<file path="src/rtl/txreq_pkg.sv">
package txreq_pkg;

  typedef enum logic [1:0] {
    PH_IDLE    = 2'd0,
    PH_ASSERT  = 2'd1,
    PH_HOLD    = 2'd2,
    PH_RECOVER = 2'd3
  } reqPhase_t;

  // Strobes from control to datapath
  typedef struct packed {
    logic loadGap;
    logic countGap;
    logic driveLow;
  } ctlStrobe_t;

  // Status from datapath to control
  typedef struct packed {
    logic cond;
    logic wrRise;
    logic wrFall;
    logic gapDone;
  } dpStat_t;

endpackage

</file>
<file path="src/rtl/txreq_datapath.sv">
module txreq_datapath
  import txreq_pkg::*;
#(
  parameter int SYNC_STAGES = 2,
  parameter int MIN_HIGH    = 1
) (
  input  logic       clk,
  input  logic       rstN,
  input  logic       chanReset,
  input  logic       reqMode,
  input  logic       wholeFifoSel,
  input  logic       modemBit,
  input  logic       fifoEmpty,
  input  logic       exitEmpty,
  input  logic       wrStrobe,
  input  ctlStrobe_t ctl,
  output dpStat_t    stat,
  output logic       pinN
);

  localparam int GAP_W = (MIN_HIGH < 2) ? 1 : $clog2(MIN_HIGH + 1);
  localparam logic [GAP_W-1:0] GAP_LOAD = GAP_W'(MIN_HIGH - 1);
  localparam int SIG_N = 3;

  logic [SYNC_STAGES-1:0][SIG_N-1:0] syncPipe;
  logic [SIG_N-1:0] rawIn;
  logic [SIG_N-1:0] lastStage;
  logic             wrSync;
  logic             wrPrev;
  logic [GAP_W-1:0] gapCnt;

  assign rawIn = {wrStrobe, exitEmpty, fifoEmpty};

  generate
    if (SYNC_STAGES == 1) begin : g_sync1
      always_ff @(posedge clk or negedge rstN) begin
        if (!rstN) syncPipe <= '0;
        else       syncPipe <= rawIn;
      end
    end else begin : g_syncN
      always_ff @(posedge clk or negedge rstN) begin
        if (!rstN) syncPipe <= '0;
        else       syncPipe <= {syncPipe[SYNC_STAGES-2:0], rawIn};
      end
    end
  endgenerate

  assign lastStage = syncPipe[SYNC_STAGES-1];
  assign wrSync    = lastStage[2];

  always_ff @(posedge clk or negedge rstN) begin
    if (!rstN) wrPrev <= 1'b0;
    else       wrPrev <= wrSync;
  end

  always_comb begin
    stat.cond    = wholeFifoSel ? lastStage[0] : lastStage[1];
    stat.wrRise  = wrSync & ~wrPrev;
    stat.wrFall  = ~wrSync & wrPrev;
    stat.gapDone = (gapCnt == '0);
  end

  always_ff @(posedge clk or negedge rstN) begin
    if (!rstN)                              gapCnt <= '0;
    else if (chanReset)                     gapCnt <= '0;
    else if (ctl.loadGap)                   gapCnt <= GAP_LOAD;
    else if (ctl.countGap && gapCnt != '0)  gapCnt <= gapCnt - 1'b1;
  end

  always_ff @(posedge clk or negedge rstN) begin
    if (!rstN)         pinN <= 1'b1;
    else if (chanReset) pinN <= 1'b1;
    else if (!reqMode)  pinN <= ~modemBit;
    else               pinN <= ~ctl.driveLow;
  end

endmodule

</file>
<file path="src/rtl/txreq_control.sv">
module txreq_control
  import txreq_pkg::*;
(
  input  logic       clk,
  input  logic       rstN,
  input  logic       chanReset,
  input  logic       reqMode,
  input  logic       earlyRelease,
  input  dpStat_t    stat,
  output ctlStrobe_t ctl,
  output reqPhase_t  phase
);

  reqPhase_t nextPhase;

  always_comb begin
    nextPhase    = phase;
    ctl.loadGap  = 1'b0;
    ctl.countGap = 1'b0;
    if (chanReset || !reqMode) begin
      nextPhase = PH_IDLE;
    end else begin
      unique case (phase)
        PH_IDLE: if (stat.cond) nextPhase = PH_ASSERT;
        PH_ASSERT: begin
          if (stat.wrRise) begin
            if (earlyRelease) begin
              nextPhase   = PH_RECOVER;
              ctl.loadGap = 1'b1;
            end else begin
              nextPhase = PH_HOLD;
            end
          end else if (!stat.cond) begin
            nextPhase = PH_IDLE;
          end
        end
        PH_HOLD: begin
          if (stat.wrFall) begin
            nextPhase   = PH_RECOVER;
            ctl.loadGap = 1'b1;
          end
        end
        PH_RECOVER: begin
          if (stat.gapDone) nextPhase = stat.cond ? PH_ASSERT : PH_IDLE;
          else              ctl.countGap = 1'b1;
        end
        default: nextPhase = PH_IDLE;
      endcase
    end
    ctl.driveLow = (nextPhase == PH_ASSERT) || (nextPhase == PH_HOLD);
  end

  always_ff @(posedge clk or negedge rstN) begin
    if (!rstN) phase <= PH_IDLE;
    else       phase <= nextPhase;
  end

endmodule

</file>
<file path="src/rtl/dma_txreq_pin.sv">
module dma_txreq_pin
  import txreq_pkg::*;
#(
  parameter int SYNC_STAGES = 2,
  parameter int MIN_HIGH    = 1
) (
  input  logic clk,
  input  logic rstN,
  input  logic chanReset,
  input  logic reqMode,
  input  logic wholeFifoSel,
  input  logic earlyRelease,
  input  logic modemBit,
  input  logic fifoEmpty,
  input  logic exitEmpty,
  input  logic wrStrobe,
  output logic pinN
);

  ctlStrobe_t ctlBus;
  dpStat_t    statBus;
  reqPhase_t  phase;

  txreq_control u_ctl (
    .clk          (clk),
    .rstN         (rstN),
    .chanReset    (chanReset),
    .reqMode      (reqMode),
    .earlyRelease (earlyRelease),
    .stat         (statBus),
    .ctl          (ctlBus),
    .phase        (phase)
  );

  txreq_datapath #(
    .SYNC_STAGES (SYNC_STAGES),
    .MIN_HIGH    (MIN_HIGH)
  ) u_dp (
    .clk          (clk),
    .rstN         (rstN),
    .chanReset    (chanReset),
    .reqMode      (reqMode),
    .wholeFifoSel (wholeFifoSel),
    .modemBit     (modemBit),
    .fifoEmpty    (fifoEmpty),
    .exitEmpty    (exitEmpty),
    .wrStrobe     (wrStrobe),
    .ctl          (ctlBus),
    .stat         (statBus),
    .pinN         (pinN)
  );

endmodule

</file>
<file path="config.mk">
export PLATFORM = sky130hd
export DESIGN_NAME = dma_txreq_pin
export DESIGN_NICKNAME = d
export VERILOG_FILES = /design/src/rtl/txreq_pkg.sv /design/src/rtl/txreq_datapath.sv /design/src/rtl/txreq_control.sv /design/src/rtl/dma_txreq_pin.sv
export SDC_FILE = /design/constraint.sdc
export NUM_CORES = 1
export LEC_CHECK = 0
export ABC_AREA = 1
export CORE_AREA = 3 3 40 42
export CTS_CLUSTER_SIZE = 28
export DETAILED_ROUTE_END_ITERATION = 16
export DIE_AREA = 0 0 43 45
export PLACE_DENSITY_LB_ADDON = 0.08
export SLEW_MARGIN = 20
export SYNTH_ARGS = -nofsm -noshare
export SYNTH_HDL_FRONTEND = slang
export SYNTH_SLANG_ARGS = --single-unit
</file>
<file path="constraint.sdc">
create_clock -name clk -period 2.3 [get_ports clk]
set_input_delay 0.69 -clock clk [delete_from_list [all_inputs] [get_ports clk]]
set_output_delay 0.69 -clock clk [all_outputs]
set_load 0.1 [all_outputs]
</file>
After elaboration in Yosys (flattened, before gate mapping). Index checks and enable logic that the tools add are counted.

Input bits: 10. Word-level logic and storage cells: 46. Output and inout port bits: 1. Flip-flop bits (word level): 11.

Reductions and logical operators: 6. Equal/unequal tests: 5. Muxes and demuxes: 22. Add/subtract/negate cells: 1. Bitwise operators: 6.

Operators by type and width (count): two-way mux 2 bit (7); two-way mux 1 bit (13); case mux 2 bit (4 select lines) (1); == test 2 bit (second input constant) (3); == test 2 x 1 -> 1 bit (second input constant) (2); inverter 1 bit (4); nonzero test 3 bit (1); bitwise AND 1 bit (2); logical NOT 2 bit (1); logical OR 1 bit (2); case mux 1 bit (2 select lines) (1); logical AND 1 bit (1); logical NOT 1 bit (1); subtractor 1 bit (second input constant) (1).

Longest topological paths before layout.
Depth after elaboration: 10. Mapped depth: 12. Mapped depth without buffers: 12.

Cells and area by module. From an unflattened synthesis, not the netlist that was laid out.

Cells, all modules: 81. Area, all modules: 616.8 µm².

Modules (own cells, without submodules): txreq_control (instances 1, sequential area each 50.0 µm², cells an instance 52, area each 312.8 µm²); txreq_datapath (instances 1, sequential area each 226.5 µm², cells an instance 29, area each 304.0 µm²).

Least setup slack after synthesis. No wires, ideal clock.

Path kind: reg-to-output. Start point: reg u_dp.pinN. End point: out pinN. Path buffers: 0. Arrival time: 0.823 ns. Slack: 0.787 ns. Data required time: 1.610 ns. Stages on the path, launching flop included: 1. Cell sequence: dfstp_2.

RTL lines: from (decl) (RTL line txreq_datapath.sv:18) `output logic pinN`; from (signal assigned) (RTL line txreq_datapath.sv:73) `else if (!reqMode) pinN <= ~modemBit;`; from (signal assigned) (RTL line txreq_datapath.sv:74) `else pinN <= ~ctl.driveLow;`; to (decl) (RTL line dma_txreq_pin.sv:17) `output logic pinN`.

No word-level cell between the ends.

Final worst setup path.
Start point: reg u_dp.pinN. End point: out pinN.

No word-level cell between the ends.

==> impl_metrics.env <==
export IMPL_finish_utilization=0.5940
export IMPL_p_clk_frac=0.315
export IMPL_cts_buffer_depth=2
export IMPL_slew_headroom=0.6859
export IMPL_antenna_cells=0
export IMPL_cap_violations=0
export IMPL_crit_buf_inv=1
export IMPL_nNetsFinal=107
export IMPL_std_cell_rows=13
export IMPL_clockRootBuffer="clkbuf_4"
export IMPL_fp_dieArea_um2=1935
export IMPL_start_kind="register"
export IMPL_setup_violations=0
export IMPL_die_y_um=45
export IMPL_min_path_cells=0
export IMPL_grt_pass1_vias=453
export IMPL_drt_wirelength_per_cell_um=9.264
export IMPL_p_int_uw=299.2
export IMPL_regArea_um2=276.5
export IMPL_clk_latency_ns=0.26
export IMPL_grt_overflow_total=0
export IMPL_final_cell_mix="nand2_1, inv_1, dfrtp_1, clkdlybuf4s50_1, nand3_1"
export IMPL_slowest_delay_ns=0.55
export IMPL_ff2ff_setup_slack_ns=0.77
export IMPL_crit_fanout=1
export IMPL_antenna_left=0
export IMPL_antenna_found_initial=0
export IMPL_area_growth_syn_to_layout_pct=25.77
export IMPL_portBuffers=10
export IMPL_hold_path_class="register to register"
export IMPL_grt_use_total=0.1214
export IMPL_cts_tree="yes"
export IMPL_p_sw_frac=0.2720
export IMPL_netlist_area_um2=606.8
export IMPL_final_cell_area_um2=763.2
export IMPL_first_pass_iters=4
export IMPL_cp_cell_sequence="buf_12"
export IMPL_arrival_ns=0.99
export IMPL_cts_clk_slew_worst_paths_ns=0.07
export IMPL_crit_end="pinN"
export IMPL_ys_types=14
export IMPL_ys_ff_latch=11
export IMPL_ctsHoldBuffers=0
export IMPL_drive_gt1_frac=0.1429
export IMPL_max_vdd_ir_drop_v=0.0003781
export IMPL_r2r_start="u_ctl.phase[1]"
export IMPL_worst_pin_slew_ns=0.4696
export IMPL_crit_slowest_cell="dfstp_2"
export IMPL_post_cts_buffers=0
export IMPL_fmax_mhz=596.1
export IMPL_core_area_um2=1285
export IMPL_initial_utilization=0.4722
export IMPL_power_density_nw_per_um2=538.5
export IMPL_nFillCells=122
export IMPL_worst_ep_required_time_ns=1.61
export IMPL_clock_sinks=11
export IMPL_startpoint="u_dp.pinN"
export IMPL_multi_input_area_um2=270.3
export IMPL_grt_pass1_wl_um=1773
export IMPL_cp_depth=1
export IMPL_cpLargestDelayFamily="flip-flops"
export IMPL_outcome="finished, final reports clean"
export IMPL_synth_seq_area_share=0.4557
export IMPL_cts_buffers=3
export IMPL_die_w_um=43
export IMPL_slew_violations=0
export IMPL_hold_viol_final=0
export IMPL_wirelength_um=982
export IMPL_rr_worst_depth=12
export IMPL_cts_resized=0
export IMPL_power_switching_uw=111.8
export IMPL_grt_max_degree=12
export IMPL_synthCells=77
export IMPL_placed_cell_area_um2=735.7
export IMPL_via_per_inst=4.528
export IMPL_crit_path_end_kind="output pin"
export IMPL_p_leak_nw=0.4224
export IMPL_synth_warnings=0
export IMPL_drc=0
export IMPL_synth_nets=92
export IMPL_r2r_end="u_dp.pinN"
export IMPL_dp_hpwl_um=782.9
export IMPL_htree_levels=1
export IMPL_comb_power_share=0.174
export IMPL_final_common_cell="nand2_1"
export IMPL_design_portCount=11
export IMPL_worstHoldStart="u_dp.syncPipe[0]"
export IMPL_power_frac_seq=0.511
export IMPL_drt_iter0_drc=7
export IMPL_fin_worst_skew_ns=0.0007472
export IMPL_syn_area_per_cell_um2=7.881
export IMPL_finalCritPeriodShare=0.7294
export IMPL_routed_via_count=480
export IMPL_rsz0062_at_grt="false"
export IMPL_fin_crit_ns=1.678
export IMPL_gp_congestion=0.8446
export IMPL_tns_ns=0
export IMPL_critPathKind="register to output pin"
## power groups by stage
stage	Clock, mW	Combinational [mW]	Sequential (mW)
global placement	0	0.0713	0.214
finish	0.129	0.0717	0.210
detailed placement	0	0.0718	0.214
CTS	0.138	0.0722	0.210
floorplan	0	0.0314	0.221
global route	0.150	0.0801	0.211
## worst min path at each step
| stage | to |
|---|---|
| 2_1_floorplan | u_dp.lastStage[0] |
| 3_3_place_gp | u_dp.lastStage[0] |
| 3_5_place_dp | u_dp.lastStage[0] |
| 4_1_cts | u_dp.lastStage[0] |
| 5_1_grt | u_dp.lastStage[1] |
| 6_report | u_dp.lastStage[0] |
## cells in the mapped netlist, drive strengths merged
library cell  number  area share
nand2             31        0.20
inv               16       0.099
dfrtp             10        0.41
nand3              7       0.058
ha                 5        0.10
nor2               3       0.045
a21oi              2       0.023
dfstp              1       0.043
nor3               1      0.0082
o21ai              1      0.0082
## layer usage
| metal | GRT usage | up-vias | part of all wire |
|---|---|---|---|
| met5 | 0 | - | 0 |
| met4 | 0.05422 | 0 | 0 |
| met3 | 0.02789 | 0 | 0.044 |
| met2 | 0.1976 | 11 | 0.50 |
| met1 | 0.1556 | 212 | 0.46 |
| li1 | - | 257 | - |
## registers in the layout, indices dropped and copies added (netlist names)
name	cells
u_dp.lastStage	3
u_dp.gapCnt	1
u_dp.pinN	1
u_ctl.phase	2
u_dp.wrPrev	1
u_dp.syncPipe	3
## area by class of cell
type | count | area share
sequential | 11 | 0.3623
clock inverter | 1 | 0.006557
timing repair buffer | 10 | 0.1443
clock buffer | 3 | 0.02951
tap | 15 | 0.02459
inverter | 16 | 0.07869
multi-input combinational | 50 | 0.3541
## stage by stage
step	power, mW	worst slack (ns)	instances	hold slack [ns]
2_1_floorplan	0.2525	0.7869	77	0.3312
3_3_place_gp	0.2849	0.4051	102	0.3338
3_5_place_dp	0.2854	0.3865	102	0.3347
4_1_cts	0.4197	0.6084	106	0.3517
5_1_grt	0.4416	0.5286	106	0.3678
6_report	0.4110	0.6224	106	0.3506
## cells by family after synthesis
group	after synthesis	share of synthesized area
and+or+nand+nor	42	0.3113
AOI/OAI and AO/OA	3	0.03091
buffers and inverters	16	0.09897
adders and majority gates	5	0.1031
DFF	11	0.4557
Power figures use the tool's default switching activity.
